==> src/rtl/lzd_leaf.sv <==
// Module lzd_leaf
// 2-bit lowest-zero detector. The mask marks bit 0 always and bit 1 only
// when bit 0 is one. The flag reports that both bits are one.
// Assumes: nothing beyond a 2-bit input.
module lzd_leaf (
    input  logic [1:0] bits_in,
    output logic [1:0] therm_out,
    output logic       all_ones_out
);
    // Leaf mask and flag from the two input bits.
    always_comb begin
        therm_out    = {bits_in[0], 1'b1};
        all_ones_out = bits_in[1] & bits_in[0];
    end
endmodule

==> src/rtl/lzd_node.sv <==
// Module lzd_node
// Recursive lowest-zero detector of width W. The value is split into halves.
// The upper half's mask is kept only if the lower half is all ones. The
// all-ones flag is the AND of both halves' flags. Recursion stops at 2-bit
// leaves.
// Assumes: W is a power of two, at least 2.
module lzd_node #(
    parameter int W = 8
) (
    input  logic [W-1:0] bits_in,
    output logic [W-1:0] therm_out,
    output logic         all_ones_out
);
    generate
        if (W == 2) begin : g_leaf
            lzd_leaf u_leaf (
                .bits_in      (bits_in),
                .therm_out    (therm_out),
                .all_ones_out (all_ones_out)
            );
        end else begin : g_split
            localparam int HALF = W / 2;
            logic [HALF-1:0] lo_therm;
            logic [HALF-1:0] hi_therm;
            logic            lo_all;
            logic            hi_all;

            lzd_node #(.W(HALF)) u_lo (
                .bits_in      (bits_in[HALF-1:0]),
                .therm_out    (lo_therm),
                .all_ones_out (lo_all)
            );
            lzd_node #(.W(HALF)) u_hi (
                .bits_in      (bits_in[W-1:HALF]),
                .therm_out    (hi_therm),
                .all_ones_out (hi_all)
            );

            // Stitch: the upper mask survives only past an all-ones lower half.
            always_comb begin
                therm_out    = {hi_therm & {HALF{lo_all}}, lo_therm};
                all_ones_out = lo_all & hi_all;
            end
        end
    endgenerate
endmodule

==> src/rtl/lzinc_apply.sv <==
// Module lzinc_apply
// Applies the thermometer mask: bits under the mask are inverted when the
// carry is set. Also forms the output mask, either the thermometer itself or
// a one-hot marker at the lowest zero.
// Assumes: therm_in is the lowest-zero thermometer of value_in.
module lzinc_apply #(
    parameter int W           = 8,
    parameter bit MASK_ONEHOT = 1'b0
) (
    input  logic [W-1:0] value_in,
    input  logic         carry_in,
    input  logic [W-1:0] therm_in,
    output logic [W-1:0] sum_out,
    output logic [W-1:0] mask_out
);
    // Masked complement gives value + carry without a carry chain.
    always_comb begin
        sum_out = value_in ^ (therm_in & {W{carry_in}});
    end

    generate
        if (MASK_ONEHOT) begin : g_onehot
            // Inside the thermometer, the only zero bit of the value is the lowest one.
            always_comb begin
                mask_out = therm_in & ~value_in;
            end
        end else begin : g_therm
            // Thermometer form goes out as is.
            always_comb begin
                mask_out = therm_in;
            end
        end
    endgenerate
endmodule

==> src/rtl/lzinc_stage.sv <==
// Module lzinc_stage
// Top of the conditional incrementer. A recursive detector builds the
// lowest-zero thermometer, the apply stage forms the sum and mask, and one
// register stage holds the results.
// Assumes: WIDTH is a power of two from 2 to 32. Inputs are known at each
// rising edge after reset.
module lzinc_stage #(
    parameter int WIDTH       = 8,
    parameter bit MASK_ONEHOT = 1'b0
) (
    input  logic             clk,
    input  logic             rst_n,
    input  logic [WIDTH-1:0] x_in,
    input  logic             carry_in,
    output logic [WIDTH-1:0] sum_out,
    output logic             all_ones_out,
    output logic [WIDTH-1:0] mask_out
);
    logic [WIDTH-1:0] therm;
    logic             all_ones;
    logic [WIDTH-1:0] sum_next;
    logic [WIDTH-1:0] mask_next;

    lzd_node #(.W(WIDTH)) u_detect (
        .bits_in      (x_in),
        .therm_out    (therm),
        .all_ones_out (all_ones)
    );

    lzinc_apply #(.W(WIDTH), .MASK_ONEHOT(MASK_ONEHOT)) u_apply (
        .value_in (x_in),
        .carry_in (carry_in),
        .therm_in (therm),
        .sum_out  (sum_next),
        .mask_out (mask_next)
    );

    // Output register with synchronous active-low reset.
    always_ff @(posedge clk) begin
        if (!rst_n) begin
            sum_out      <= '0;
            all_ones_out <= 1'b0;
            mask_out     <= '0;
        end else begin
            sum_out      <= sum_next;
            all_ones_out <= all_ones;
            mask_out     <= mask_next;
        end
    end

    // a clear carry passes the value through.
    assert_pass_through_R3: assert property (@(posedge clk) disable iff (!rst_n)
        !carry_in |=> sum_out == $past(x_in));

    // a set carry yields value plus one, wrapped.
    assert_increment_R4: assert property (@(posedge clk) disable iff (!rst_n)
        carry_in |=> sum_out == ($past(x_in) + 1'b1));

    // all ones plus carry wraps to zero and raises the flag.
    assert_wrap_flag_R5: assert property (@(posedge clk) disable iff (!rst_n)
        (carry_in && (&x_in)) |=> (sum_out == '0) && all_ones_out);

    // the flag follows the all-ones state of the sampled value.
    assert_all_ones_R6: assert property (@(posedge clk) disable iff (!rst_n)
        rst_n |=> all_ones_out == (&$past(x_in)));

    generate
        if (MASK_ONEHOT) begin : g_chk_onehot
            // at most one mask bit, and none exactly for an all-ones value.
            assert_onehot_mask_R8: assert property (@(posedge clk) disable iff (!rst_n)
                rst_n |=> $onehot0(mask_out) && ((mask_out == '0) == all_ones_out));
        end else begin : g_chk_therm
            // the mask is a contiguous run of ones starting at bit 0.
            assert_therm_mask_R7: assert property (@(posedge clk) disable iff (!rst_n)
                rst_n |=> mask_out[0] && ((mask_out & (mask_out + 1'b1)) == '0));
        end
    endgenerate
endmodule

==> config.mk <==
export PLATFORM = sky130hd
export DESIGN_NAME = lzinc_stage
export DESIGN_NICKNAME = d
export VERILOG_FILES = /design/src/rtl/lzd_leaf.sv /design/src/rtl/lzd_node.sv /design/src/rtl/lzinc_apply.sv /design/src/rtl/lzinc_stage.sv
export SDC_FILE = /design/constraint.sdc
export NUM_CORES = 1
export LEC_CHECK = 0
export ABC_AREA = 1
export BUFFER_PORTS_ARGS = -buffer_cell sky130_fd_sc_hd__buf_2
export CAP_MARGIN = 20
export CORE_MARGIN = 2
export CORE_UTILIZATION = 46
export DETAILED_ROUTE_END_ITERATION = 12
export GPL_TIMING_DRIVEN = 0
export PLACE_DENSITY = 0.9
export SYNTH_ARGS = -nofsm -noshare
export SYNTH_HDL_FRONTEND = slang
export SYNTH_SLANG_ARGS = --single-unit
==> constraint.sdc <==
create_clock -name clk -period 1 [get_ports clk]
set_input_delay 0 -clock clk [delete_from_list [all_inputs] [get_ports clk]]
set_output_delay 0 -clock clk [all_outputs]
set_load 0.02 [all_outputs]
==> impl_metrics.json <==
{
  "layout_commonest_cell": "buf_2",
  "dr.pass1.iters": 4,
  "dieArea_mm2": 0.00165,
  "grt_start_max_net_pins": 12,
  "final_cell_mix": "26 x buf_2, 17 x dfxtp_1, 12 x inv_1",
  "wire_per_inst_um": 10.9,
  "crit_fanout": 4,
  "drive_above_1_share_pct": 40.0,
  "syn_inst": 70,
  "p_per_area_mw_per_mm2": 1450,
  "period_share_pct": 96.0,
  "setup_violations": 0,
  "numCtsBuffers": 3,
  "grt_pass1_vias": 447,
  "place_congestion": 0.694,
  "syn_avg_cell_area_um2": 8.79,
  "worst_ir_drop_vdd_mv": 0.807,
  "arrival_ns": 1.17,
  "min_period_ns": 0.960,
  "grtUsageTotal_pct": 17.6,
  "grt_pass1_wl_mm": 1.80,
  "hpwl_um": 821,
  "worstPathCellList": "dlygate4sd3_1 > buf_2 > nand2_1 > nor2_2 > nand3_1 > nand2_1 > nor2_1",
  "cts_tree": "yes",
  "n_antenna_cell": 0,
  "ys_seq_area_share_pct": 55.3,
  "worst_slew_pin_slew_ns": 0.183,
  "cpMostUsedCell": "nand2_1",
  "postRouteAntennaNets": 0,
  "status": "finished, final reports clean",
  "cpPeakStageDelay_ns": 0.52,
  "synth-seq-cells": 17,
  "cp_slowest_cell": "dlygate4sd3_1",
  "clock_path_buffers": 2,
  "slew_viol_final": 0,
  "crit_path_end": "sum_out[7]",
  "fill_cells": 101,
  "crit_required_ns": 1.21,
  "cts_max_level": 1,
  "vias": 574,
  "wirelength_mm": 1.37,
  "die_w_um": 40.6,
  "start_kind": "input port",
  "final_net_count": 123,
  "syn-num-nets": 82,
  "core_area_mm2": 0.00127,
  "synth_warnings": 0,
  "vias_per_cell": 4.59,
  "drv_cap": 0,
  "io_pins": 28,
  "grt_overflow": 0,
  "start_util_pct": 48.5,
  "drc": 0,
  "fin_cells": 125,
  "hold_viol": 0,
  "path_clk_slew_ns": 0.11,
  "die_y_um": 40.6,
  "numPlacedInstances": 112,
  "row_count": 13,
  "ys_types": 16,
  "hp-class": "in2reg",
  "hold_ws_ns": 0.0288,
  "antenna_found_initial": 0,
  "worstSetupPathType": "in2reg",
  "max_freq_ghz": 1.04,
  "syn2layout_area_growth_pct": 46.7,
  "p_leak_uw": 0.000511,
  "cp-startpoint": "x_in[4]",
  "syn_area_um2": 616,
  "utilization_pct": 71.2,
  "cts-root-buf": "clkbuf_4",
  "slew_headroom_pct": 87.8,
  "cts_sinks": 17,
  "io_buffers": 27,
  "worst_setup_path_end_kind": "flip-flop",
  "drtIter0Drc": 20
}
sequential cells by signal, indices dropped and copies added (netlist names):
name,count
mask_out,8
sum_out,8
all_ones_out,1
area by class of cell:
class,instances,area (um2),area share (%)
inverters,12,45.0,4.99
flip-flops and latches,17,340,37.7
clock inverters,1,7.51,0.831
clock buffers,3,22.5,2.49
multi-input cells,40,230,25.5
repair buffers,36,234,25.9
well taps,15,18.8,2.08
plain buffers,1,5.00,0.554
cells by family (layout without fill, tap and decap cells):
| group | Yosys count | after routing | synth area share (%) |
|---|---|---|---|
| simple gates | 35 | 35 | 30.7 |
| buf+inv | 13 | 53 | 8.13 |
| fa+ha+maj | 1 | 1 | 2.03 |
| xor+xnor | 1 | 1 | 1.42 |
| flops | 17 | 17 | 55.3 |
| compound gates | 3 | 3 | 2.44 |
synth_stat cells:
master	count	area, um2
dfxtp_1	17	340
inv_1	12	45.0
nand2_1	12	45.0
nor2_1	11	41.3
nand2_2	3	18.8
nor2_2	3	18.8
a21oi_1	2	10.0
nor3_1	2	10.0
buf_2	1	5.00
ha_1	1	12.5
nand3_1	1	5.00
nand3_4	1	17.5
nor2_8	1	20.0
nor3b_2	1	12.5
o21ai_0	1	5.00
xnor2_1	1	8.76
worst min path at each step:
stage	startpoint	cells after the start	endpoint	slack (ns)
final	x_in[6]	5	sum_out[6]	0.03
after global routing	x_in[6]	5	sum_out[6]	0.05
after CTS	carry_in	3	sum_out[2]	0.02
after detailed placement	rst_n	1	mask_out[0]	0.12
after global placement	rst_n	1	mask_out[0]	0.12
after floorplan	rst_n	0	mask_out[0]	0.03
per-stage QoR:
| step | TNS, ns | power, uW | setup WS (ns) | instance area, um2 |
|---|---|---|---|---|
| 2_1_floorplan | 0 | 831 | 0.438 | 616 |
| 3_3_place_gp | 0 | 892 | 0.288 | 769 |
| 3_5_place_dp | 0 | 899 | 0.267 | 769 |
| 4_1_cts | 0 | 1300 | 0.0367 | 880 |
| 5_1_grt | -0.00692 | 1360 | -0.00692 | 903 |
| 6_report | 0 | 1310 | 0.0403 | 903 |
per-layer routing:
metal	wire length, um	up-vias	part of all wire [%]	GRT usage, %
li1	-	291	-	-
met1	543	249	40	19.0
met2	668	28	49	28.2
met3	109	6	8.0	3.89
met4	45	0	3.3	15.8
met5	0	-	0	0
critical path: cells and delay by family:
| family | cells | cell delay, ns |
|---|---|---|
| buf+inv | 2 | 0.66 |
| simple gates | 5 | 0.50 |
where the power goes:
group | total, uW | switching (uW) | leakage [uW] | internal (uW)
combinational | 210 | 122 | 0.000357 | 88.3
sequential | 710 | 4.82 | 0.000140 | 706
clock | 388 | 235 | 0.0000139 | 153
total | 1310 | 362 | 0.000511 | 947
timing repair:
action	in CTS	in global routing
endpoints found under the setup margin	0	7
resized for setup	0	6
setup buffers	0	1
hold endpoints to repair	9	0
hold buffers	8	0
(Power assumes the default switching activity.)
